$ cat config.mk
export PLATFORM = sky130hd
export DESIGN_NAME = sram_sleep_seq
export DESIGN_NICKNAME = d
export VERILOG_FILES = /design/src/rtl/sram_sleep_pkg.sv /design/src/rtl/slp_sync.sv /design/src/rtl/slp_fsm.sv /design/src/rtl/slp_cmd_gate.sv /design/src/rtl/slp_pend_track.sv /design/src/rtl/sram_sleep_seq.sv
export SDC_FILE = /design/constraint.sdc
export NUM_CORES = 1
export LEC_CHECK = 0
export ABC_AREA = 1
export BUFFER_PORTS_ARGS = -buffer_cell sky130_fd_sc_hd__buf_2
export CAP_MARGIN = 40
export CELL_PAD_IN_SITES_DETAIL_PLACEMENT = 0
export CELL_PAD_IN_SITES_GLOBAL_PLACEMENT = 2
export CORE_MARGIN = 2
export CORE_UTILIZATION = 30
export CTS_CLUSTER_SIZE = 40
export DETAILED_ROUTE_END_ITERATION = 6
export PLACE_DENSITY = 0.84
export SLEW_MARGIN = 30
export SYNTH_ARGS = -nofsm -noshare
export SYNTH_HDL_FRONTEND = slang
export SYNTH_SLANG_ARGS = --single-unit
$ cat constraint.sdc
create_clock -name clk -period 2.5 [get_ports clk]
set_input_delay 0.5 -clock clk [delete_from_list [all_inputs] [get_ports clk]]
set_output_delay 0.5 -clock clk [all_outputs]
set_load 0.02 [all_outputs]
$ cat src/rtl/sram_sleep_pkg.sv
package sram_sleep_pkg;
   typedef enum logic [1:0] {
      SLP_AWAKE   = 2'd0,
      SLP_ENTER   = 2'd1,
      SLP_ASLEEP  = 2'd2,
      SLP_RECOVER = 2'd3
   } slp_state_e;
endpackage

$ cat src/rtl/slp_sync.sv
module slp_sync #(
   parameter int STAGES = 2
) (
   input  logic clk,
   input  logic rst_n,
   input  logic d_async,
   output logic q_sync
);
   logic [STAGES-1:0] chain_q;

   generate
      if (STAGES == 1) begin : g_single
         always_ff @(posedge clk or negedge rst_n) begin
            if (!rst_n) chain_q <= '0;
            else        chain_q <= d_async;
         end
      end else begin : g_chain
         always_ff @(posedge clk or negedge rst_n) begin
            if (!rst_n) chain_q <= '0;
            else        chain_q <= {chain_q[STAGES-2:0], d_async};
         end
      end
   endgenerate

   assign q_sync = chain_q[STAGES-1];
endmodule

$ cat src/rtl/slp_fsm.sv
module slp_fsm
   import sram_sleep_pkg::*;
#(
   parameter int ENTRY_CYCLES   = 2,
   parameter int RECOVER_CYCLES = 2
) (
   input  logic       clk,
   input  logic       rst_n,
   input  logic       req_s,
   output slp_state_e state_o
);
   localparam int MAX_CYC = (ENTRY_CYCLES > RECOVER_CYCLES) ? ENTRY_CYCLES : RECOVER_CYCLES;
   localparam int CNT_W   = (MAX_CYC < 2) ? 1 : $clog2(MAX_CYC);
   localparam logic [CNT_W-1:0] ENTRY_LAST = CNT_W'(ENTRY_CYCLES - 1);
   localparam logic [CNT_W-1:0] REC_LAST   = CNT_W'(RECOVER_CYCLES - 1);

   slp_state_e       st_q, st_d;
   logic [CNT_W-1:0] cnt_q, cnt_d;

   always_comb begin
      st_d  = st_q;
      cnt_d = cnt_q;
      unique case (st_q)
         SLP_AWAKE: begin
            if (req_s) begin
               st_d  = SLP_ENTER;
               cnt_d = '0;
            end
         end
         SLP_ENTER: begin
            if (!req_s) begin
               st_d  = SLP_RECOVER;
               cnt_d = '0;
            end else if (cnt_q == ENTRY_LAST) begin
               st_d  = SLP_ASLEEP;
               cnt_d = '0;
            end else begin
               cnt_d = cnt_q + 1'b1;
            end
         end
         SLP_ASLEEP: begin
            if (!req_s) begin
               st_d  = SLP_RECOVER;
               cnt_d = '0;
            end
         end
         SLP_RECOVER: begin
            if (cnt_q == REC_LAST) begin
               st_d  = SLP_AWAKE;
               cnt_d = '0;
            end else begin
               cnt_d = cnt_q + 1'b1;
            end
         end
         default: begin
            st_d  = SLP_AWAKE;
            cnt_d = '0;
         end
      endcase
   end

   always_ff @(posedge clk or negedge rst_n) begin
      if (!rst_n) begin
         st_q  <= SLP_AWAKE;
         cnt_q <= '0;
      end else begin
         st_q  <= st_d;
         cnt_q <= cnt_d;
      end
   end

   assign state_o = st_q;

   AST_ASLEEP_AFTER_FULL_ENTRY: assert property (@(posedge clk) disable iff (!rst_n)
      (st_q == SLP_ASLEEP && $past(st_q) != SLP_ASLEEP) |->
         ($past(st_q) == SLP_ENTER && $past(cnt_q) == ENTRY_LAST));
   AST_AWAKE_AFTER_FULL_RECOVERY: assert property (@(posedge clk) disable iff (!rst_n)
      (st_q == SLP_AWAKE && $past(st_q) == SLP_RECOVER) |-> ($past(cnt_q) == REC_LAST));
   AST_ENTRY_ABORT_TO_RECOVER: assert property (@(posedge clk) disable iff (!rst_n)
      (st_q == SLP_ENTER && !req_s) |=> (st_q == SLP_RECOVER && cnt_q == '0));
endmodule

$ cat src/rtl/slp_cmd_gate.sv
module slp_cmd_gate
   import sram_sleep_pkg::*;
(
   input  logic       clk,
   input  logic       rst_n,
   input  slp_state_e state_i,
   input  logic       cmd_valid,
   input  logic       cmd_write,
   input  logic       oe_req,
   output logic       cmd_valid_o,
   output logic       cmd_write_o,
   output logic       dq_oe,
   output logic       wr_err
);
   logic awake, window, asleep, bad_wr;
   logic err_q;

   assign awake  = (state_i == SLP_AWAKE);
   assign asleep = (state_i == SLP_ASLEEP);
   assign window = (state_i == SLP_ENTER) || (state_i == SLP_RECOVER);
   assign bad_wr = window && cmd_valid && cmd_write;

   assign cmd_valid_o = cmd_valid && (awake || (window && !cmd_write));
   assign cmd_write_o = cmd_valid && cmd_write && awake;
   assign dq_oe       = oe_req && !asleep;

   always_ff @(posedge clk or negedge rst_n) begin
      if (!rst_n) err_q <= 1'b0;
      else        err_q <= bad_wr;
   end

   assign wr_err = err_q;

   AST_ERR_HAS_CAUSE: assert property (@(posedge clk) disable iff (!rst_n)
      wr_err |-> $past(cmd_valid && cmd_write && state_i != SLP_AWAKE && state_i != SLP_ASLEEP));
endmodule

$ cat src/rtl/slp_pend_track.sv
module slp_pend_track
   import sram_sleep_pkg::*;
#(
   parameter int PIPE_DEPTH = 2
) (
   input  logic       clk,
   input  logic       rst_n,
   input  slp_state_e state_i,
   input  logic       req_s,
   input  logic       accepted,
   output logic       pend_warn
);
   logic [PIPE_DEPTH-1:0] inflight_q;
   logic                  warn_q;
   logic                  busy;

   generate
      if (PIPE_DEPTH == 1) begin : g_one
         always_ff @(posedge clk or negedge rst_n) begin
            if (!rst_n) inflight_q <= '0;
            else        inflight_q <= accepted;
         end
      end else begin : g_shift
         always_ff @(posedge clk or negedge rst_n) begin
            if (!rst_n) inflight_q <= '0;
            else        inflight_q <= {inflight_q[PIPE_DEPTH-2:0], accepted};
         end
      end
   endgenerate

   assign busy = (|inflight_q) || accepted;

   always_ff @(posedge clk or negedge rst_n) begin
      if (!rst_n) warn_q <= 1'b0;
      else        warn_q <= (state_i == SLP_AWAKE) && req_s && busy;
   end

   assign pend_warn = warn_q;

   AST_WARN_ONE_CYCLE: assert property (@(posedge clk) disable iff (!rst_n)
      pend_warn |=> !pend_warn);
endmodule

$ cat src/rtl/sram_sleep_seq.sv
module sram_sleep_seq
   import sram_sleep_pkg::*;
#(
   parameter int SYNC_STAGES    = 2,
   parameter int ENTRY_CYCLES   = 2,
   parameter int RECOVER_CYCLES = 2,
   parameter int PIPE_DEPTH     = 2
) (
   input  logic clk,
   input  logic rst_n,
   input  logic sleep_pin,
   input  logic cmd_valid,
   input  logic cmd_write,
   input  logic oe_req,
   output logic cmd_valid_o,
   output logic cmd_write_o,
   output logic dq_oe,
   output logic in_sleep,
   output logic wr_err,
   output logic pend_warn
);
   initial begin
      if (SYNC_STAGES < 2)    $error("SYNC_STAGES must be at least 2");
      if (ENTRY_CYCLES < 1)   $error("ENTRY_CYCLES must be at least 1");
      if (RECOVER_CYCLES < 1) $error("RECOVER_CYCLES must be at least 1");
      if (PIPE_DEPTH < 1)     $error("PIPE_DEPTH must be at least 1");
   end

   logic       req_s;
   slp_state_e state;

   slp_sync #(.STAGES(SYNC_STAGES)) u_sync (
      .clk     (clk),
      .rst_n   (rst_n),
      .d_async (sleep_pin),
      .q_sync  (req_s)
   );

   slp_fsm #(.ENTRY_CYCLES(ENTRY_CYCLES), .RECOVER_CYCLES(RECOVER_CYCLES)) u_fsm (
      .clk     (clk),
      .rst_n   (rst_n),
      .req_s   (req_s),
      .state_o (state)
   );

   slp_cmd_gate u_gate (
      .clk         (clk),
      .rst_n       (rst_n),
      .state_i     (state),
      .cmd_valid   (cmd_valid),
      .cmd_write   (cmd_write),
      .oe_req      (oe_req),
      .cmd_valid_o (cmd_valid_o),
      .cmd_write_o (cmd_write_o),
      .dq_oe       (dq_oe),
      .wr_err      (wr_err)
   );

   slp_pend_track #(.PIPE_DEPTH(PIPE_DEPTH)) u_pend (
      .clk       (clk),
      .rst_n     (rst_n),
      .state_i   (state),
      .req_s     (req_s),
      .accepted  (cmd_valid_o),
      .pend_warn (pend_warn)
   );

   assign in_sleep = (state == SLP_ASLEEP);

   AST_ASLEEP_SILENT: assert property (@(posedge clk) disable iff (!rst_n)
      in_sleep |-> (!cmd_valid_o && !cmd_write_o && !dq_oe));
   AST_WINDOW_NO_WRITE: assert property (@(posedge clk) disable iff (!rst_n)
      (state == SLP_ENTER || state == SLP_RECOVER) |-> !cmd_write_o);
   AST_WARN_IN_ENTRY: assert property (@(posedge clk) disable iff (!rst_n)
      pend_warn |-> (state == SLP_ENTER && $past(state) == SLP_AWAKE));
   AST_AWAKE_PASS: assert property (@(posedge clk) disable iff (!rst_n)
      (state == SLP_AWAKE) |-> (cmd_write_o == (cmd_valid && cmd_write) && dq_oe == oe_req));
endmodule

==> flow_metrics.env, run 1 <==
export IMPL_nets=87
export IMPL_cts_resized=0
export IMPL_syn_avg_cell_area_um2=8.271
export IMPL_vias=385
export IMPL_synth_top_cell_by_area="dfrtp_1"
export IMPL_gp_congestion=0.7618
export IMPL_max_slew_margin_pct=85.54
export IMPL_ys_top_cells_by_area="dfrtp_1, ha_1, nand2_1, inv_1, nand3_1"
export IMPL_drc=0
export IMPL_leakagePower_nw=0.3523
export IMPL_finClkSkew_ns=0.001089
export IMPL_ant_nets=0
export IMPL_required_ns=2.00
export IMPL_core_area_um2=1524
export IMPL_timing_fmax_mhz=521.6
export IMPL_hold_viol_final=0
export IMPL_cts_root_buf="clkbuf_4"
export IMPL_ys_warn_count=0
export IMPL_grt_pass1_vias=353
export IMPL_status="complete, no violations"
export IMPL_p_sw_uw=286.9
export IMPL_fp_dieH_um=44.33
export IMPL_drive_above_1_share_pct=20.27
export IMPL_antenna_found_initial=0
export IMPL_start_util_pct=32.02
export IMPL_crit_fanout=7
export IMPL_final_cell_mix="nand2_1, buf_2, inv_1, dfrtp_1, ha_1"
export IMPL_worstSetupPathType="reg2out"
export IMPL_postSynthCellCount=59
export IMPL_clock_sinks=9
export IMPL_dpl_hpwl_um=708.2
export IMPL_critPathCaptureType="primary output"
export IMPL_power_share_clock_pct=16.7
export IMPL_rows=14
export IMPL_p_seq_share_pct=33.9
export IMPL_sw_frac_of_total_pct=43.95
export IMPL_vias_per_cell=4.278
export IMPL_synth_nets=71
export IMPL_intPower_uw=365.8
export IMPL_synthXorXnorAreaFrac_pct=0
export IMPL_synthMuxAreaShare_pct=0
export IMPL_holdBufCountCts=0
export IMPL_grt_max_degree=10
export IMPL_fin_crit_ns=1.917
export IMPL_crit_arrival_ns=1.42
export IMPL_synth_area_um2=488.0
export IMPL_powerDensity_nw_per_um2=1108
export IMPL_peakVddDrop_uv=588.3
export IMPL_ys_seq_area_share_pct=46.15
export IMPL_wl_um=851
export IMPL_area_growth_pct=20.77
export IMPL_post_cts_buffers=0
export IMPL_cts_made_buffers=3
export IMPL_grt_pass1_wl_um=1421
export IMPL_clkSlewWorstSetupHoldPaths_ns=0.06
export IMPL_drt_iter0_markers=5
export IMPL_firstDrtPassIters=3
export IMPL_die_w_um=44.33
export IMPL_power_uw=652.7
export IMPL_tritoncts="done"
export IMPL_diodes=0
export IMPL_slew_viol_final=0
export IMPL_worst_pin_slew_ns=0.2169
export IMPL_final_common_cell="nand2_1"
export IMPL_h_tree_depth=1
export IMPL_maxCapViolations=0
export IMPL_hp_class="in2async"
export IMPL_startpoint_type="flop"
export IMPL_synth_cell_types=12
export IMPL_io_buffers=11
export IMPL_synth_compound_area_share_pct=2.051
export IMPL_clk_latency_ns=0.26
export IMPL_fin_setup_tns_ns=0
export IMPL_die_area_um2=1965
export IMPL_comb_power_share_pct=49.4
export IMPL_clockBufferDepth=2
export IMPL_yosys_area_share_simple_pct=28.72
export IMPL_synthAdderAreaFrac_pct=15.38
export IMPL_io_pins=12
export IMPL_grtUsageTotal_pct=10.63
export IMPL_wl_per_cell_um=9.456
export IMPL_yosysTopAreaCellShare_pct=46.15
export IMPL_overflow=0
export IMPL_synth_seq_cells=9
export IMPL_rsz0062_at_grt="false"
export IMPL_synth_top_family_by_area="simple AND/OR/NAND/NOR gates"
export IMPL_setup_violations=0
export IMPL_finalCritPeriodShare_pct=76.69
power groups by stage:
stage	logic, mW	clock network [mW]	registers (mW)
after CTS	0.325	0.113	0.222
after global routing	0.370	0.121	0.227
after detailed placement	0.324	0	0.224
after global placement	0.336	0	0.223
after floorplan	0.235	0	0.228
final	0.322	0.109	0.221
per-layer routing:
layer | global-route usage, % | vias to the layer above | wire, um
met4 | 3.636 | 0 | 0
met5 | 0 | - | 0
met3 | 7.347 | 0 | 48
met1 | 13.04 | 167 | 392
met2 | 14.71 | 6 | 410
li1 | - | 212 | -
per-stage QoR:
stage	hold slack (ns)	utilization, %	std cells	instance area, um^2	setup WS [ns]
3_3_place_gp	0.3405	36.95	86	563.0	0.8967
6_report	0.08028	38.67	90	589.3	0.5827
3_5_place_dp	0.3436	36.95	86	563.0	0.8640
5_1_grt	0.08522	38.67	90	589.3	0.4947
2_1_floorplan	0.2044	-	59	488.0	0.7772
4_1_cts	0.08282	38.67	90	589.3	0.5738
Yosys cell counts, drive strengths merged:
library cell  number
nand2             18
inv               10
dfrtp              9
ha                 6
nand3              5
nor2               5
nor3               2
a21oi              1
nand3b             1
nand4              1
o21ai              1
final cells by class:
| cell class | count | area (um^2) |
|---|---|---|
| inverter | 10 | 37.54 |
| clock buffer | 4 | 26.28 |
| fill | 157 | 934.6 |
| multi-input combinational | 40 | 225.2 |
| timing repair buffer | 11 | 55.05 |
| tap | 16 | 20.02 |
| sequential | 9 | 225.2 |
state kept, by name, summed over array words and instances, names as in the netlist:
register and flops:
u_fsm.state_o 2, u_pend.pend_warn 1, u_fsm.cnt_q 1, u_pend.inflight_q 2
u_sync.chain_q 2, u_gate.wr_err 1
worst max-delay path, cell delays in order (launching register included):
cell     delay, ns
dfrtp_1       0.45
inv_1         0.15
ha_1          0.18
inv_1         0.07
nor3_1        0.12
buf_2         0.19
path summary, 6_finish.rpt:
path                                         from                end  slack [ns]  cells after the start
worst max register to register   u_fsm.state_o[0]   u_fsm.state_o[0]        1.14                      8
worst min register to register  u_sync.chain_q[0]  u_sync.chain_q[1]        0.35                      0
max in group asynchronous                   rst_n   u_fsm.state_o[1]        2.24                      1
min in group clk                        sleep_pin  u_sync.chain_q[0]        0.34                      1
worst min-delay path                        rst_n   u_pend.pend_warn        0.08                      1
worst max-delay path             u_fsm.state_o[0]        cmd_write_o        0.58                      5
cell families after synthesis:
group / after synthesis
buffers and inverters: 10
AND/OR/NAND/NOR: 32
adder cells (fa/ha/maj): 6
AO/OA/AOI/OAI: 2
flip-flops: 9
(Power assumes the default switching activity.)
==> run 2: changes to the inputs <==
--- a/config.mk
+++ b/config.mk
@@ -5,16 +5,16 @@
 export SDC_FILE = /design/constraint.sdc
 export NUM_CORES = 1
 export LEC_CHECK = 0
-export ABC_AREA = 1
+export ABC_AREA = 0
 export BUFFER_PORTS_ARGS = -buffer_cell sky130_fd_sc_hd__buf_2
 export CAP_MARGIN = 40
 export CELL_PAD_IN_SITES_DETAIL_PLACEMENT = 0
 export CELL_PAD_IN_SITES_GLOBAL_PLACEMENT = 2
 export CORE_MARGIN = 2
-export CORE_UTILIZATION = 30
+export CORE_UTILIZATION = 28
 export CTS_CLUSTER_SIZE = 40
 export DETAILED_ROUTE_END_ITERATION = 6
-export PLACE_DENSITY = 0.84
+export PLACE_DENSITY = 0.75
 export SLEW_MARGIN = 30
 export SYNTH_ARGS = -nofsm -noshare
 export SYNTH_HDL_FRONTEND = slang
==> constraint.sdc (replaced) <==
create_clock -name clk -period 1.6 [get_ports clk]
set_input_delay 0.32 -clock clk [delete_from_list [all_inputs] [get_ports clk]]
set_output_delay 0.32 -clock clk [all_outputs]
set_load 0.02 [all_outputs]
==> run 2 against run 1 <==
Combinational power rose by 110%; clock-buffer cell count did not move; flip-flop and latch count did not move; total power rose by 82%; utilization rose by 3.2 points; cell area rose by 7.0%; critical path depth fell by 1; via count fell by 14%; first-iteration DRC count fell by 60%; clock skew rose by 0.0011 ns; non-clock buffer count rose by 7; critical endpoint unchanged; global-route usage fell by 1.5 points.
==> flow_metrics.env, run 2 <==
export IMPL_status="complete, no violations"
export IMPL_grt_max_degree=10
export IMPL_drc=0
export IMPL_finalCritPeriodShare_pct=96.35
export IMPL_stdcell_area_um2=630.6
export IMPL_ys_top_cells_by_area="dfrtp_1, ha_1, o211a_1, mux2_4, mux2i_2"
export IMPL_slew_viol_final=0
export IMPL_hold_viol_final=0
export IMPL_nFillCells=149
export IMPL_synth_edf_count=0
export IMPL_synth_nets=46
export IMPL_worst_pin_slew_ns=0.1979
export IMPL_drt_iter0_markers=2
export IMPL_yosysTopAreaCellShare_pct=50.00
export IMPL_start_util_pct=29.90
export IMPL_ys_seq_area_share_pct=50.00
export IMPL_die_area_um2=1946
export IMPL_startpoint_type="flop"
export IMPL_cts_made_buffers=3
export IMPL_async_reset_ff_share_pct=100.0
export IMPL_nets=69
export IMPL_critPathCaptureType="primary output"
export IMPL_multiInputGateArea_um2=231.5
export IMPL_fin_crit_ns=1.542
export IMPL_hp_class="in2reg"
export IMPL_drive_above_1_share_pct=51.79
export IMPL_setup_violations=0
export IMPL_synth_top_cell_by_area="dfrtp_1"
export IMPL_diodes=0
export IMPL_fin_hold_ws_ns=0.1770
export IMPL_overflow=0
export IMPL_leakagePower_nw=0.3432
export IMPL_grt_pass1_wl_um=1317
export IMPL_fp_dieH_um=44.11
export IMPL_max_slew_margin_pct=86.55
export IMPL_io_buffers=11
export IMPL_ant_nets=0
export IMPL_wl_per_cell_um=11.17
export IMPL_worstSetupPathType="reg2out"
export IMPL_synth_seq_cells=9
export IMPL_h_tree_depth=1
export IMPL_crit_arrival_ns=1.22
export IMPL_firstDrtPassIters=2
export IMPL_yosysMostFrequentCell="dfrtp_1"
export IMPL_synth_cell_types=18
export IMPL_seq_area_um2=225.2
export IMPL_ys_warn_count=0
export IMPL_tritoncts="done"
export IMPL_vias=333
export IMPL_grt_pass1_vias=332
export IMPL_wl_um=804
export IMPL_crit_fanout=5
export IMPL_postSynthCellCount=34
export IMPL_powerDensity_nw_per_um2=1879
export IMPL_synth_ff_type="dfrtp_1"
export IMPL_fin_ws_ns=0.05836
export IMPL_clkSlewWorstSetupHoldPaths_ns=0.05
export IMPL_vias_per_cell=4.625
export IMPL_cts_root_buf="clkbuf_4"
export IMPL_required_ns=1.28
export IMPL_synth_area_um2=450.4
export IMPL_synth_common_cells="dfrtp_1, ha_1, inv_1"
export IMPL_place_area_um2=533.0
export IMPL_io_pins=12
export IMPL_rrSetupSlack_ns=0.09
export IMPL_core_area_um2=1506
export IMPL_dpl_hpwl_um=600.7
export IMPL_gp_congestion=0.6688
export IMPL_post_place_ws_ns=0.06017
export IMPL_final_cell_mix="buf_2, dfrtp_1, buf_4, ha_1, clkbuf_4"
export IMPL_die_w_um=44.11
export IMPL_rows=14
export IMPL_finClkSkew_ns=0.002221
export IMPL_syn_avg_cell_area_um2=13.25
export IMPL_peakVddDrop_uv=807.9
export IMPL_area_growth_pct=40.00
export IMPL_final_common_cell="buf_2"
export IMPL_power_mw=1.185
export IMPL_clockBufferDepth=2
export IMPL_antenna_found_initial=0
export IMPL_clock_sinks=9
export IMPL_timing_fmax_mhz=648.7
export IMPL_post_route_util_pct=41.86
export IMPL_grtUsageTotal_pct=9.114
export IMPL_maxCapViolations=0
export IMPL_clk_latency_ns=0.24
-- run 2: changes by cell type after synthesis, sizes merged, moves of 2 or more --
| cell | delta |
|---|---|
| inv | -7 |
| nand3 | -5 |
| mux2i | +2 |
| nor2 | -5 |
| nand2 | -17 |
| nor3 | -2 |
| o211a | +2 |
| and3 | +2 |
-- run 2: where the power goes --
part | internal [mW] | total, mW | switching, mW
Clock | 0.0951 | 0.160 | 0.0647
Combinational | 0.354 | 0.679 | 0.325
Sequential | 0.296 | 0.346 | 0.0493
-- run 2: cell type report --
cell class                      count  area share, %
Clock buffer                        4          4.167
Inverter                            3          1.786
Multi-Input combinational cell     22          36.71
Sequential cell                     9          35.71
Tap cell                           16          3.175
Timing Repair Buffer               18          18.45
-- run 2: timing repair --
item                                    CTS  global route
pin swaps                                 0             2
resized for setup                         4             3
endpoints found under the setup margin    2             1
hold endpoints to repair                  9             0
setup buffers                             2             3
hold buffers                              1             0
-- run 2: metrics by stage --
stage / TNS (ns) / instances
2_1_floorplan: 0 / 34
3_3_place_gp: 0 / 62
3_5_place_dp: 0 / 62
4_1_cts: 0 / 69
5_1_grt: -0.001181 / 72
6_report: 0 / 72
-- run 2: logic make-up after synthesis --
| kind of cell | share of synthesized area, % |
|---|---|
| buffers and inverters | 2.500 |
| AOI/OAI and AO/OA | 16.94 |
| DFF | 50.00 |
| adders and majority gates | 16.67 |
| muxes | 8.610 |
| and+or+nand+nor | 5.279 |
-- run 2: critical path: stages (launching register included) --
cell and delay, ns:
dfrtp_1 0.42, inv_2 0.13, ha_4 0.15, and3_4 0.16, buf_6 0.11
-- run 2: per-layer routing --
metal  part of all wire [%]  vias up  wire length, um  GRT usage [%]
met4                      0        0                0          5.455
met5                      0        -                0              0
met3                    3.5        0               28          1.224
met2                     47        6              376          13.82
li1                       -      167                -              -
met1                     50      160              399          12.34
-- run 2: path summary, 6_finish.rpt --
kind,startpoint,to,cells after the start
worst max-delay path,u_fsm.state_o[1],cmd_write_o,4
worst min-delay path,sleep_pin,u_sync.chain_q[0],1
worst max register to register,u_fsm.state_o[1],u_fsm.state_o[1],6
worst min register to register,u_sync.chain_q[0],u_sync.chain_q[1],0
max in group asynchronous,rst_n,u_pend.pend_warn,2
min in group asynchronous,rst_n,u_fsm.cnt_q,2
==> run 3: changes to the inputs <==
--- a/config.mk
+++ b/config.mk
@@ -11,11 +11,12 @@
 export CELL_PAD_IN_SITES_DETAIL_PLACEMENT = 0
 export CELL_PAD_IN_SITES_GLOBAL_PLACEMENT = 2
 export CORE_MARGIN = 2
-export CORE_UTILIZATION = 28
+export CORE_UTILIZATION = 27
 export CTS_CLUSTER_SIZE = 40
 export DETAILED_ROUTE_END_ITERATION = 6
 export PLACE_DENSITY = 0.75
 export SLEW_MARGIN = 30
 export SYNTH_ARGS = -nofsm -noshare
 export SYNTH_HDL_FRONTEND = slang
+export SYNTH_HIERARCHICAL = 1
 export SYNTH_SLANG_ARGS = --single-unit
==> run 3 against run 2 <==
Register-to-register slack worse by 0.02 ns; cell count up 5.6%; global-route usage up 1.7 points; clock-buffer cell count unchanged; synthesized area up 1.9%; die area up 5.2%; cell area up 1.4%; first-iteration DRC count up 100%; combinational power up 6.2%; non-clock buffer count down 2; routed wire length up 12%; critical endpoint is now cmd_valid_o; largest cell class unchanged.
==> flow_metrics.env, run 3 <==
export IMPL_ys_seq_area_share_pct=49.05
export IMPL_synth_area_um2=459.2
export IMPL_rsz0062_at_grt="true"
export IMPL_leakagePower_nw=0.3285
export IMPL_cts_made_buffers=3
export IMPL_fp_dieH_um=45.24
export IMPL_grt_max_degree=10
export IMPL_yosysTopAreaCellShare_pct=49.05
export IMPL_gp_congestion=0.6591
export IMPL_hp_class="in2reg"
export IMPL_fin_crit_ns=1.562
export IMPL_cts_root_buf="clkbuf_4"
export IMPL_final_cell_mix="buf_2, dfrtp_1, ha_1, inv_1"
export IMPL_slew_viol_final=0
export IMPL_synth_cell_types=19
export IMPL_critPathCaptureType="primary output"
export IMPL_drive_above_1_share_pct=48.33
export IMPL_antenna_found_initial=0
export IMPL_clkSlewWorstSetupHoldPaths_ns=0.06
export IMPL_core_area_um2=1559
export IMPL_synth_edf_count=0
export IMPL_finalCritPeriodShare_pct=97.60
export IMPL_setup_violations=0
export IMPL_io_pins=12
export IMPL_drc=0
export IMPL_vias=338
export IMPL_ant_nets=0
export IMPL_drt_iter0_markers=4
export IMPL_synth_ff_type="dfrtp_1"
export IMPL_async_reset_ff_share_pct=100.0
export IMPL_max_slew_margin_pct=85.07
export IMPL_finClkSkew_ns=0.003395
export IMPL_crit_fanout=8
export IMPL_timing_fmax_mhz=640.4
export IMPL_power_mw=1.243
export IMPL_wl_um=902
export IMPL_nets=72
export IMPL_syn_avg_cell_area_um2=11.48
export IMPL_slowest_delay_ns=0.42
export IMPL_worst_pin_slew_ns=0.2223
export IMPL_wl_per_cell_um=11.87
export IMPL_post_place_ws_ns=0.08463
export IMPL_tritoncts="done"
export IMPL_postSynthCellCount=40
export IMPL_nFillCells=147
export IMPL_synth_seq_cells=9
export IMPL_final_common_cell="buf_2"
export IMPL_cp_slowest_cell="dfrtp_2"
export IMPL_overflow=0
export IMPL_cpMostUsedCell="buf_6"
export IMPL_area_growth_pct=39.24
export IMPL_ys_top_cells_by_area="dfrtp_1, ha_1, nor3_1, inv_1, mux2_4"
export IMPL_status="complete, no violations"
export IMPL_peakVddDrop_uv=813.8
export IMPL_powerDensity_nw_per_um2=1944
export IMPL_maxCapViolations=0
export IMPL_synth_nets=51
export IMPL_grtUsageTotal_pct=10.85
export IMPL_yosysMostFrequentCell="dfrtp_1"
export IMPL_startpoint_type="flop"
export IMPL_critical_path_buf_inv_count=2
export IMPL_worstSetupPathType="reg2out"
export IMPL_h_tree_depth=1
export IMPL_synth_top_cell_by_area="dfrtp_1"
export IMPL_rows=14
export IMPL_dpl_hpwl_um=664.1
export IMPL_firstDrtPassIters=3
export IMPL_cp_top_family="flip-flops"
export IMPL_crit_arrival_ns=1.24
export IMPL_io_buffers=11
export IMPL_hold_viol_final=0
export IMPL_diodes=0
export IMPL_required_ns=1.28
export IMPL_grt_pass1_vias=358
export IMPL_fin_ws_ns=0.03847
export IMPL_die_w_um=45.24
export IMPL_synth_common_cells="dfrtp_1, ha_1, inv_1"
export IMPL_clk_latency_ns=0.25
export IMPL_clock_sinks=9
export IMPL_vias_per_cell=4.447
export IMPL_ys_warn_count=6
export IMPL_die_area_um2=2047
export IMPL_crit_chain="buf_6 > nand2b_4 > and3_4 > buf_6"
export IMPL_start_util_pct=29.45
export IMPL_clockBufferDepth=2
export IMPL_grt_pass1_wl_um=1545
-- run 3: final cells by class --
| cell class | instances | area, um^2 | area share, % |
|---|---|---|---|
| Sequential cell | 9 | 226.5 | 35.42 |
| Clock buffer | 4 | 26.28 | 4.110 |
| Tap cell | 16 | 20.02 | 3.131 |
| Multi-Input combinational cell | 27 | 240.2 | 37.57 |
| Inverter | 4 | 15.01 | 2.348 |
| Timing Repair Buffer | 16 | 111.4 | 17.42 |
-- run 3: power by group --
group / total [mW] / switching (mW) / internal, mW
clock network: 0.172 / 0.0758 / 0.0959
logic: 0.721 / 0.357 / 0.364
registers: 0.350 / 0.0486 / 0.301
total: 1.24 / 0.481 / 0.761
-- run 3: through the flow --
| stage | util, % | hold WS, ns | setup TNS [ns] | cell area, um^2 | cells |
|---|---|---|---|---|---|
| floorplan | - | 0.02441 | 0 | 460.4 | 40 |
| global placement | 35.31 | 0.1737 | 0 | 550.5 | 69 |
| detailed placement | 35.31 | 0.1802 | 0 | 550.5 | 69 |
| CTS | 39.81 | 0.1727 | 0 | 620.6 | 76 |
| global route | 41.01 | 0.1637 | -0.01696 | 639.4 | 76 |
| finish | 41.01 | 0.1782 | 0 | 639.4 | 76 |
-- run 3: path summary, 6_finish.rpt --
path	start	end	slack [ns]	depth (start not counted)
setup / recovery	u_fsm/state_o[0]	cmd_valid_o	0.04	4
hold / removal	sleep_pin	u_sync/chain_q[0]	0.18	1
setup reg to reg	u_fsm/state_o[0]	u_fsm/state_o[1]	0.07	6
hold reg to reg	u_sync/chain_q[0]	u_sync/chain_q[1]	0.35	0
max in group asynchronous	rst_n	u_fsm/state_o[0]	0.97	2
min in group asynchronous	rst_n	u_fsm/state_o[1]	0.44	2
-- run 3: kinds of logic (layout without fill, tap and decap cells) --
family / Yosys count / after routing / synth area share, %
muxes: 1 / 1 / 3.269
buffers and inverters: 4 / 24 / 3.269
adders and majority gates: 5 / 5 / 13.62
DFF: 9 / 9 / 49.05
AOI/OAI and AO/OA: 7 / 7 / 10.36
and+or+nand+nor: 14 / 14 / 20.44
-- run 3: routing by layer --
layer,global-route usage (%),vias up,share of wire [%]
met1,12.19,156,43
met5,0,-,0
met3,2.400,0,2.4
li1,-,175,-
met2,20.00,7,54
met4,3.529,0,0
-- run 3: repair_timing --
item                                   in CTS  in global routing
setup endpoints to repair                   2                  4
resized for setup                           4                  6
endpoints found under the hold margin       9                  0
hold buffers                                1                  0
setup buffers                               2                  0
